[src/rtl/timer_tick_counter.sv]
module timer_tick_counter #(
  parameter int WIDTH       = 8,
  parameter int SYNC_STAGES = 2
) (
  input  logic             clk,
  input  logic             rst_n,
  input  logic             cyc_en,
  input  logic             ext_pin,
  input  logic             src_ext,
  input  logic             edge_fall,
  input  logic             wr_en,
  input  logic [WIDTH-1:0] wr_data,
  output logic [WIDTH-1:0] rd_data,
  output logic             ovf_pulse
);

  localparam logic [WIDTH-1:0] MAXV = '1;
  localparam logic [WIDTH-1:0] ONE  = WIDTH'(1);

  logic [SYNC_STAGES-1:0] sync_q;
  logic                   pin_prev;
  logic [WIDTH-1:0]       cnt;
  logic                   ovf_q;

  wire pin_s    = sync_q[SYNC_STAGES-1];
  wire ext_edge = edge_fall ? (pin_prev & ~pin_s) : (~pin_prev & pin_s);
  wire tick     = cyc_en & (src_ext ? ext_edge : 1'b1);

  always_ff @(posedge clk or negedge rst_n) begin
    if (!rst_n) begin
      sync_q   <= '0;
      pin_prev <= 1'b0;
    end else begin
      sync_q <= {sync_q[SYNC_STAGES-2:0], ext_pin};
      if (cyc_en) pin_prev <= pin_s;
    end
  end

  always_ff @(posedge clk or negedge rst_n) begin
    if (!rst_n) begin
      cnt   <= '0;
      ovf_q <= 1'b0;
    end else begin
      ovf_q <= !wr_en && tick && (cnt == MAXV);
      if (wr_en)     cnt <= wr_data;
      else if (tick) cnt <= cnt + ONE;
    end
  end

  assign rd_data   = cnt;
  assign ovf_pulse = ovf_q;

  AST_RESET_CLEAR: assert property (@(posedge clk) !rst_n |=> (rd_data == '0 || !rst_n));
  AST_INT_STEP: assert property (@(posedge clk) disable iff (!rst_n)
    (!wr_en && cyc_en && !src_ext) |=> rd_data == $past(rd_data) + ONE);
  AST_IDLE_HOLD: assert property (@(posedge clk) disable iff (!rst_n)
    (!wr_en && !cyc_en) |=> $stable(rd_data));
  AST_WRITE_WINS: assert property (@(posedge clk) disable iff (!rst_n)
    wr_en |=> rd_data == $past(wr_data));
  AST_OVF_WRAP: assert property (@(posedge clk) disable iff (!rst_n)
    ovf_pulse |-> (rd_data == '0 && !$past(wr_en)));
  AST_OVF_SINGLE: assert property (@(posedge clk) disable iff (!rst_n)
    ovf_pulse |=> !ovf_pulse);

endmodule

[config.mk]
export PLATFORM = sky130hd
export DESIGN_NAME = timer_tick_counter
export DESIGN_NICKNAME = d
export VERILOG_FILES = /design/src/rtl/timer_tick_counter.sv
export SDC_FILE = /design/constraint.sdc
export NUM_CORES = 1
export LEC_CHECK = 0
export BUFFER_PORTS_ARGS = -buffer_cell sky130_fd_sc_hd__buf_2
export CORE_ASPECT_RATIO = 1.2
export CORE_MARGIN = 4
export CORE_UTILIZATION = 40
export CTS_CLUSTER_DIAMETER = 200
export DETAILED_ROUTE_END_ITERATION = 10
export PLACE_DENSITY_LB_ADDON = 0.08
export SYNTH_ARGS = -nofsm -noshare
export SYNTH_HDL_FRONTEND = slang
export SYNTH_SLANG_ARGS = --single-unit
[constraint.sdc]
create_clock -name clk -period 4.7 [get_ports clk]
set_input_delay 0.705 -clock clk [delete_from_list [all_inputs] [get_ports clk]]
set_output_delay 0.705 -clock clk [all_outputs]
set_load 0.01 [all_outputs]
==> metrics.md, run 1 <==
| Metric | Value |
|---|---|
| Layout Cell Area excl Fill | 786 um^2 |
| Avg Vias per Cell | between 5 and 6 |
| Top area cells in the synthesized netlist | sky130_fd_sc_hd__dfrtp_1 48%, sky130_fd_sc_hd__a31oi_1 6.0%, sky130_fd_sc_hd__xnor2_1 5.6% |
| Clock-pin slew on the worst setup and hold paths | 0.08 ns |
| Unrepaired setup endpoints after global routing | false |
| Initial core utilization | a little over two fifths |
| Transition at the pin with the smallest max-transition slack | 0.332 ns |
| Final Max Slew Viols | 0 |
| Post-placement cell area | between 700 and 800 um^2 |
| Residual DRC count | 0 |
| Fraction of final layout cells with drive strength greater than 1 | 32.2% |
| Net count after synthesis | around 80 |
| Wire length of the first global-routing pass | between 2000 and 2500 um |
| Max capacitance violation total | 0 |
| Number of optimization iterations in the first detailed-route pass | 4 |
| Aggregate global-route resource usage | 13.4% |
| Run status | complete, no violations |
| Hold/Removal Path Class | in -> async |
| Die outline area | 0.00226 mm^2 |
| Post-synth design cell area | 626 um^2 |
| Number of placement rows | 15 |
| Arr. time, crit path | 2.10 ns |
| Final min period | 1.91 ns |
| Element type at the critical path end | flop |
| Share of the yosys chip area belonging to registers | 48.0% |
| Post-Syn Area per Cell | around 9.5 um^2 |
| Synth cell types | 22 |
| Vert. Die Dim | 51.3 um |
| Most frequent cells after synthesis | 12 x sky130_fd_sc_hd__dfrtp_1, 7 x sky130_fd_sc_hd__nand2_1, 6 x sky130_fd_sc_hd__a31oi_1 |
| Number of storage elements in the synthesis netlist | 12 |
| Count of flip-flops with a built-in enable after synthesis | 0 |
| Cell class contributing the biggest share of worst-path delay | simple AND/OR/NAND/NOR gates |
| Post-synthesis instance total | between 60 and 70 |
| Highest clock rate | about 520 MHz |
| Crit path launch type | input pin |
| Most instantiated flip-flop cell in the synthesis netlist | sky130_fd_sc_hd__dfrtp_1 |
| Clock latency on the worst-skew pair | 0.27 ns |
| Required time reported for the critical path endpoint | 4.89 ns |
| Largest voltage drop on the vdd net | 0.000203 V |
| Estimated wirelength of the detail-placed design | 1090 um |
| Final-layout setup total negative slack | 0 ns |
| Via total after detailed routing | 601 |
| Post-cts hold buffer count | 0 |
| H-tree Lvls | 1 |
| Clock tree from TritonCTS | done |
| Post-cts gate resize count | 0 |
| Number of global-route vias before repair | 534 |
| Power density relative to cell area | about 320 mW/mm^2 |
| Share of flip-flops with an asynchronous set or reset after synthesis | between 90% and 100% |
| Count of buffering cells on the critical path with inverters included | 1 |
| Wire length per cell | ~13 um |
| Top cell type by total area after synthesis | sky130_fd_sc_hd__dfrtp_1 |
| Worst Path Class, Setup | in -> reg |
| Max Buffers Root-to-Sink | 2 |
| Area share of the leading cell type in the synthesized netlist | between 40% and 50% |
| Launching element of the worst setup path | edge_fall |
| Clock root buffer | sky130_fd_sc_hd__clkbuf_4 |
| Aggregate global routing overflow | 0 |
| Most used standard cell by instance count after synthesis | sky130_fd_sc_hd__dfrtp_1 |
| Iteration-0 DRC Markers | 4 |
| Number of nets at the end of the flow | 107 |
| Number of antenna-violating nets in the routed design | 0 |
| Width of the die | 44.1 um |
| Final period utilization | 40.5% |
| Cell-by-cell trace of the critical path | buf_2 > or3b_4 > and3_1 > or4_1 > a31oi_1 |
| Area Overhead vs Synth | 25.6% |
| R2R Path Start | pin_prev |
| Count of input and output buffers | 23 |
| Total length of routed wires | 1400 um |
| Count of final hold-check violations | 0 |
| Number of antenna violations at the first check in global routing | 0 |
| Relative slew slack | 77.7% |
| Setup repair bufs after CTS | 0 |
| Placeable Area | 0.00146 mm^2 |
| Synthesis warning total | 0 |
| Leakage dissipation | 0.359 nW |
| Worst-path maximum fanout | 7 |
| Largest net degree at the start of global routing | 13 |
| Number of setup violations in the final report | 0 |
| Total clock buffers created by CTS | 3 |
| Clock skew after layout | roughly 0.0021 ns |
| Longest individual stage delay on the worst path | 0.48 ns |
| Sink count of the clock tree | 12 |
| Cell at the slowest stage of the critical path | sky130_fd_sc_hd__or4_1 |
| Routability cong. | roughly 0.77 |
| IO Count | 24 |
| Number of diodes | 0 |
-- final cells by class --
class / instances / area [um^2]
flip-flops and latches: 12 / 300
clock buffers: 4 / 36.3
inverters: 2 / 7.51
repair buffers: 23 / 115
well taps: 17 / 21.3
multi-input cells: 49 / 305
fillers: 149 / 678
-- sequential cells by signal, indices dropped and copies added, names as in the netlist --
register / count
pin_prev: 1
sync_q: 2
ovf_pulse: 1
rd_data: 8
-- where the power goes --
group | internal (mW) | total [mW] | leakage [nW] | switching [mW]
clock | 0.0470 | 0.0825 | 0.0210 | 0.0355
combinational | 0.0226 | 0.0470 | 0.195 | 0.0244
sequential | 0.112 | 0.125 | 0.143 | 0.0123
-- layout by cell type (no fill, tap or decap), drive strengths merged --
cell type	synthesis	routed
a21oi	1	1
a31oi	6	6
and3	3	3
buf	0	23
clkbuf	3	4
dfrtp	12	12
ha	1	1
inv	2	2
mux2	1	1
mux2i	1	1
nand2	7	7
nand3	4	4
nand3b	1	1
nand4	4	4
nor2	3	3
nor2b	1	1
nor3	1	1
o21ai	5	5
o31ai	2	2
or3b	1	1
or4	3	3
xnor2	4	4
-- path summary, 6_finish.rpt --
| kind | endpoint | cells past startpoint | slack (ns) |
|---|---|---|---|
| max in group asynchronous | rd_data[1] | 1 | 4.19 |
| hold / removal | ovf_pulse | 1 | 0.30 |
| min in group clk | sync_q[1] | 0 | 0.37 |
| hold reg to reg | sync_q[1] | 0 | 0.37 |
| setup / recovery | rd_data[7] | 5 | 2.79 |
| setup reg to reg | rd_data[7] | 4 | 2.91 |
-- metrics by stage --
| stage | total power, mW | instances | hold slack [ns] | setup slack [ns] | utilization (%) |
|---|---|---|---|---|---|
| after floorplan | 0.152 | 66 | 0.331 | 2.63 | - |
| after global placement | 0.173 | 103 | 0.345 | 2.55 | 51.2 |
| after detailed placement | 0.174 | 103 | 0.352 | 2.52 | 51.2 |
| after CTS | 0.258 | 107 | 0.302 | 2.80 | 53.7 |
| after global routing | 0.270 | 107 | 0.316 | 2.74 | 53.7 |
| final | 0.254 | 107 | 0.297 | 2.79 | 53.7 |
-- kinds of logic (layout without fill, tap and decap cells) --
family          after synthesis  in the layout  synth area share (%)
flops                        12             12                  48.0
xor+xnor                      4              4                  5.60
mux                           2              2                  3.40
fa+ha+maj                     1              1                  2.00
simple gates                 28             28                  24.6
compound gates               14             14                  13.2
buf+inv                       5             29                  3.20
-- metal layers --
metal  GRT usage [%]  part of all wire, %
met5               0                    0
met1            16.0                   41
met2            22.8                   51
met3            2.46                  6.7
met4            6.03                  1.2
(Power assumes the default switching activity.)
==> run 2, diff against run 1 <==
==> constraint.sdc (replaced) <==
create_clock -name clk -period 1.98 [get_ports clk]
set_input_delay 0.297 -clock clk [delete_from_list [all_inputs] [get_ports clk]]
set_output_delay 0.297 -clock clk [all_outputs]
set_load 0.01 [all_outputs]
==> run 2 against run 1 <==
Final cell count unchanged. Critical path depth fell by 1. Routed wire length is 1.0% lower. Largest cell class unchanged. Clock power grew 77%. Clock skew is essentially flat. Critical path type is now reg -> reg. Worst hold slack worse by 0.17 ns. Sequential power rose by 140%. Combinational power up 140%. Final area shrank 0.48%.
==> metrics.md, run 2 (synthesized netlist as in run 1, its figures left out) <==
| Metric | Value |
|---|---|
| Run status | complete, no violations |
| Final period utilization | between 90% and 100% |
| Aggregate global-route resource usage | 13.4% (about the same) |
| Iteration-0 DRC Markers | 6 (+2) |
| Total length of routed wires | 1380 um (-1.0%) |
| Aggregate global routing overflow | 0 (unchanged) |
| Crit path launch type | flop |
| Clock-pin slew on the worst setup and hold paths | 0.07 ns (about the same) |
| Max reg flops | 8 (unchanged) |
| Most common cell after layout, fill and taps aside | sky130_fd_sc_hd__buf_2 |
| Required time reported for the critical path endpoint | 2.17 ns (-2.72 ns) |
| Max capacitance violation total | 0 (unchanged) |
| Max Buffers Root-to-Sink | 2 (unchanged) |
| Avg Vias per Cell | 5.64 (+0.33%) |
| Clock latency on the worst-skew pair | 0.27 ns (about the same) |
| Estimated wirelength of the detail-placed design | 1100 um (+0.88%) |
| Number of antenna-violating nets in the routed design | 0 (unchanged) |
| Clock tree from TritonCTS | done |
| Highest-count cells in the layout ignoring fill and taps | 23 x sky130_fd_sc_hd__buf_2, 12 x sky130_fd_sc_hd__dfrtp_1, 7 x sky130_fd_sc_hd__nand2_1, 6 x sky130_fd_sc_hd__a31oi_1, 5 x sky130_fd_sc_hd__o21ai_0 |
| Hold Startpoint | ext_pin |
| Initial core utilization | 42.7% (unchanged) |
| Number of nets at the end of the flow | 108 (+0.93%) |
| Number of antenna violations at the first check in global routing | 0 (unchanged) |
| Wire length per cell | 12.9 um (-1.0%) |
| Unrepaired setup endpoints after global routing | false |
| Die outline area | 0.00226 mm^2 (unchanged) |
| Sink count of the clock tree | 12 (unchanged) |
| Launching element of the worst setup path | pin_prev |
| Worst Path Class, Setup | reg -> reg |
| Met3 GRT Util | 2.11% (-0.35 points) |
| Area Overhead vs Synth | 25.0% |
| Placeable Area | 0.00146 mm^2 (unchanged) |
| Element type at the critical path end | flop |
| Via total after detailed routing | 603 (+0.33%) |
| Clock root buffer | sky130_fd_sc_hd__clkbuf_4 |
| Number of global-route vias before repair | 577 (+8.1%) |
| Transition at the pin with the smallest max-transition slack | 0.324 ns (-0.00818 ns) |
| Highest clock rate | 553 MHz |
| Total clock buffers created by CTS | 3 (unchanged) |
| Final Max Slew Viols | 0 (unchanged) |
| Final min period | 1.81 ns |
| Hold/Removal Path Class | in -> reg |
| Largest voltage drop on the vdd net | 0.000372 V (+83%) |
| Number of placement rows | 15 (unchanged) |
| Power density relative to cell area | 710 mW/mm^2 (+120%) |
| Fraction of final layout cells with drive strength greater than 1 | 31.1% (-1.1 points) |
| Met2 track utilization from global routing | 23.5% (+0.73 points) |
| Width of the die | 44.1 um (unchanged) |
| Number of optimization iterations in the first detailed-route pass | 4 (unchanged) |
| Met1 routing resource usage after global routing | 15.1% (-0.91 points) |
| Final-layout setup total negative slack | 0 ns (unchanged) |
| Routing layer with the top usage in global route | met2 |
| Leakage dissipation | 0.356 nW (-0.84%) |
| Number of cells in the design after placement | 103 (unchanged) |
| Worst-path maximum fanout | 7 (unchanged) |
| Number of setup violations in the final report | 0 (unchanged) |
| Relative slew slack | 78.3% (+0.55 points) |
| Largest net degree at the start of global routing | 13 (unchanged) |
| Clock skew after layout | 0.00230 ns (+0.000216 ns) |
| Routability cong. | 0.797 (+2.9%) |
| Arr. time, crit path | 2.00 ns (-0.10 ns) |
| Count of final hold-check violations | 0 (unchanged) |
| Vert. Die Dim | 51.3 um (unchanged) |
| Layout Cells excl Fill | 107 (unchanged) |
| Number of diodes | 0 (unchanged) |
| Count of input and output buffers | 23 (unchanged) |
| R2R Path Start | pin_prev |
| Wire length of the first global-routing pass | 2290 um (unchanged) |
| H-tree Lvls | 1 (unchanged) |
| Residual DRC count | 0 (unchanged) |
| IO Count | 24 (unchanged) |
-- run 2: repair_timing --
action,4_1_cts,5_1_grt
setup endpoints to repair,0,0
resized for setup,0,0
setup buffers,0,0
hold buffers,1,0
endpoints found under the hold margin,12,0
-- run 2: stage by stage --
| step | worst slack (ns) | total power, mW | instance area (um^2) | utilization (%) | hold WS (ns) |
|---|---|---|---|---|---|
| 4_1_cts | 0.153 | 0.563 | 782 | 53.4 | 0.125 |
| 5_1_grt | 0.0841 | 0.586 | 782 | 53.4 | 0.133 |
| 6_report | 0.172 | 0.556 | 782 | 53.4 | 0.129 |
| 2_1_floorplan | 0.222 | 0.362 | 626 | - | 0.00141 |
| 3_3_place_gp | 0.237 | 0.411 | 749 | 51.2 | 0.189 |
| 3_5_place_dp | 0.169 | 0.414 | 749 | 51.2 | 0.189 |
-- run 2: worst max-delay path, stage by stage, from the launching register on --
cell and delay, ns:
sky130_fd_sc_hd__dfrtp_1 0.39, sky130_fd_sc_hd__or3b_4 0.42, sky130_fd_sc_hd__and3_1 0.24, sky130_fd_sc_hd__or4_1 0.47, sky130_fd_sc_hd__a31oi_1 0.20
-- run 2: layer usage --
layer / routed length [um] / vias up
met1: 568 / 283
met3: 102 / 5
li1: - / 292
met5: 0 / -
met2: 683 / 23
met4: 27 / 0
-- run 2: layout make-up --
type	count	area, um^2
clock buffer	3	22.5
sequential	12	300
multi-input combinational	49	305
inverter	2	7.51
tap	17	21.3
fill	149	682
timing repair buffer	24	125
-- run 2: power by group --
group | total (mW) | switching (mW) | leakage [nW] | internal (mW)
Sequential | 0.296 | 0.0290 | 0.143 | 0.267
Clock | 0.146 | 0.0754 | 0.0138 | 0.0704
Combinational | 0.114 | 0.0588 | 0.200 | 0.0548
-- run 2: path summary, 6_finish.rpt --
kind                              endpoint  slack (ns)  depth (start not counted)
worst max-delay path            rd_data[5]        0.17                          4
worst min-delay path             sync_q[0]        0.13                          1
worst max register to register  rd_data[5]        0.17                          4
worst min register to register   sync_q[1]        0.37                          0
max in group asynchronous         pin_prev        1.34                          2
min in group asynchronous        ovf_pulse        0.43                          2
==> run 3, diff against run 2 <==
--- a/config.mk
+++ b/config.mk
@@ -8,7 +8,7 @@
 export BUFFER_PORTS_ARGS = -buffer_cell sky130_fd_sc_hd__buf_2
 export CORE_ASPECT_RATIO = 1.2
 export CORE_MARGIN = 4
-export CORE_UTILIZATION = 40
+export CORE_UTILIZATION = 35
 export CTS_CLUSTER_DIAMETER = 200
 export DETAILED_ROUTE_END_ITERATION = 10
 export PLACE_DENSITY_LB_ADDON = 0.08
==> run 3 against run 2 <==
Via count is 6.1% lower. Register-to-register slack better by 0.02 ns. Critical path depth did not move. Global-route usage is 0.72 points lower. Clock skew grew 0.0025 ns.
==> metrics.md, run 3 (synthesized netlist as in run 1, its figures left out) <==
| Metric | Value |
|---|---|
| Cell class contributing the biggest share of worst-path delay | simple AND/OR/NAND/NOR gates |
| Wire length of the first global-routing pass | 2210 um (-3.3%) |
| Layout Cell Area excl Fill | 797 um^2 (+1.9%) |
| Clock skew after layout | 0.00481 ns (+0.00251 ns) |
| Largest voltage drop on the vdd net | 0.000363 V (-2.4%) |
| Avg Vias per Cell | 5.19 (-7.9%) |
| Cell-by-cell trace of the critical path | or3b_4 > and3_1 > or4_1 > a31oi_1 |
| Max Buffers Root-to-Sink | 2 (unchanged) |
| Capture instance of the worst register-to-register path | rd_data[5] |
| Arr. time, crit path | 1.98 ns (-0.02 ns) |
| Setup repair bufs after CTS | 0 (unchanged) |
| Fraction of final layout cells with drive strength greater than 1 | 31.9% (+0.76 points) |
| Max capacitance violation total | 0 (unchanged) |
| Element type at the critical path end | flop |
| Vert. Die Dim | 54.3 um (+5.8%) |
| Total clock buffers created by CTS | 3 (unchanged) |
| Final Max Slew Viols | 0 (unchanged) |
| Clock root buffer | sky130_fd_sc_hd__clkbuf_4 |
| Clock-pin slew on the worst setup and hold paths | 0.08 ns (about the same) |
| Iteration-0 DRC Markers | 4 (-2) |
| Crit path launch type | flop |
| Post-Route Hold Slack | 0.121 ns (-0.00847 ns) |
| Unrepaired setup endpoints after global routing | false |
| Number of optimization iterations in the first detailed-route pass | 2 (-2) |
| Aggregate global-route resource usage | 12.7% (-0.72 points) |
| H-tree Lvls | 1 (unchanged) |
| Die outline area | 0.00253 mm^2 (+12%) |
| Final period utilization | 90.1% (-1.2 points) |
| Routability cong. | 0.716 (-10%) |
| Hold/Removal Path Class | in -> reg |
| Cell at the slowest stage of the critical path | sky130_fd_sc_hd__or4_1 |
| Number of antenna violations at the first check in global routing | 0 (unchanged) |
| Total length of routed wires | 1450 um (+5.1%) |
| Filler Cells Inserted | 171 (+15%) |
| Final-layout setup total negative slack | 0 ns (unchanged) |
| Number of placement rows | 16 (+1) |
| Via total after detailed routing | 566 (-6.1%) |
| R2R Path Start | pin_prev |
| Power density relative to cell area | 765 mW/mm^2 (+7.6%) |
| Post-placement cell area | 751 um^2 (+0.17%) |
| Number of setup violations in the final report | 0 (unchanged) |
| Number of antenna-violating nets in the routed design | 0 (unchanged) |
| Worst-path maximum fanout | 7 (unchanged) |
| Number of global-route vias before repair | 507 (-12%) |
| Number of diodes | 0 (unchanged) |
| Run status | complete, no violations |
| Count of input and output buffers | 23 (unchanged) |
| Largest net degree at the start of global routing | 13 (unchanged) |
| Most common cell after layout, fill and taps aside | sky130_fd_sc_hd__buf_2 |
| Transition at the pin with the smallest max-transition slack | 0.326 ns (+0.00176 ns) |
| Final min period | 1.78 ns (-0.0237 ns) |
| Number of nets at the end of the flow | 108 (unchanged) |
| Leakage dissipation | 0.364 nW (+2.0%) |
| Wire length per cell | 13.3 um (+3.1%) |
| Post-cts gate resize count | 0 (unchanged) |
| Count of final hold-check violations | 0 (unchanged) |
| Clock latency on the worst-skew pair | 0.28 ns (about the same) |
| Initial core utilization | 37.7% (-5.1 points) |
| Clock tree from TritonCTS | done |
| Hold endpoint | sync_q[0] |
| Required time reported for the critical path endpoint | 2.18 ns (about the same) |
| Worst reg-to-reg path cell count | 4 (unchanged) |
| Aggregate global routing overflow | 0 (unchanged) |
| Width of the die | 46.6 um (+5.7%) |
| Residual DRC count | 0 (unchanged) |
| Highest clock rate | 560 MHz (+1.3%) |
| Area Overhead vs Synth | 27.4% |
| Cell depth of the worst min-delay path | 1 (unchanged) |
| Count of buffering cells on the critical path with inverters included | 0 (unchanged) |
| Longest individual stage delay on the worst path | 0.47 ns (about the same) |
| Worst Path Class, Setup | reg -> reg |
| Relative slew slack | 78.2% (-0.12 points) |
| IO Count | 24 (unchanged) |
| Placeable Area | 0.00166 mm^2 (+14%) |
| Hold Startpoint | ext_pin |
| Highest-count cells in the layout ignoring fill and taps | 23 x sky130_fd_sc_hd__buf_2, 12 x sky130_fd_sc_hd__dfrtp_1, 7 x sky130_fd_sc_hd__nand2_1, 6 x sky130_fd_sc_hd__a31oi_1, 5 x sky130_fd_sc_hd__o21ai_0 |
| Sink count of the clock tree | 12 (unchanged) |
| Max reg flops | 8 (unchanged) |
| Worst-case register-to-register setup slack | 0.20 ns (+0.02 ns) |
| Estimated wirelength of the detail-placed design | 1060 um (-3.7%) |
-- run 3: worst max-delay path by stage --
stage,cells past startpoint,slack [ns],to,start
finish,4,0.20,rd_data[5],pin_prev
global route,4,0.07,rd_data[5],pin_prev
CTS,4,0.20,rd_data[5],pin_prev
detailed placement,4,0.22,rd_data[5],pin_prev
global placement,5,0.23,rd_data[5],edge_fall
floorplan,5,0.22,rd_data[5],pin_prev
-- run 3: per-stage QoR --
step | utilization [%] | std cells | setup WS [ns] | power, mW
floorplan | - | 66 | 0.222 | 0.362
global placement | 45.2 | 104 | 0.230 | 0.412
detailed placement | 45.2 | 104 | 0.218 | 0.414
CTS | 48.0 | 109 | 0.199 | 0.618
global route | 48.0 | 109 | 0.0725 | 0.646
finish | 48.0 | 109 | 0.195 | 0.609
-- run 3: power breakdown --
part,switching (mW),leakage [nW],internal [mW]
sequential,0.0290,0.143,0.267
clock,0.0880,0.0210,0.112
combinational,0.0588,0.200,0.0549
total,0.176,0.364,0.434
-- run 3: area by class of cell --
cell class                 count  area [um^2]  area share, %
inverter                       2         7.51          0.942
tap                           18         22.5           2.83
timing repair buffer          24          125           15.7
multi-input combinational     49          305           38.3
sequential                    12          300           37.7
clock buffer                   4         36.3           4.55
-- run 3: per-layer routing --
| layer | vias up | GRT usage, % | part of all wire [%] | routed length [um] |
|---|---|---|---|---|
| met3 | 5 | 2.96 | 4.7 | 68 |
| li1 | 296 | - | - | - |
| met1 | 250 | 16.7 | 48 | 699 |
| met2 | 15 | 18.8 | 45 | 658 |
| met4 | 0 | 7.11 | 1.9 | 27 |
| met5 | - | 0 | 0 | 0 |
-- run 3: timing repair --
action                     4_1_cts  5_1_grt
hold endpoints to repair        12        0
hold buffers                     1        0
setup endpoints to repair        0        0
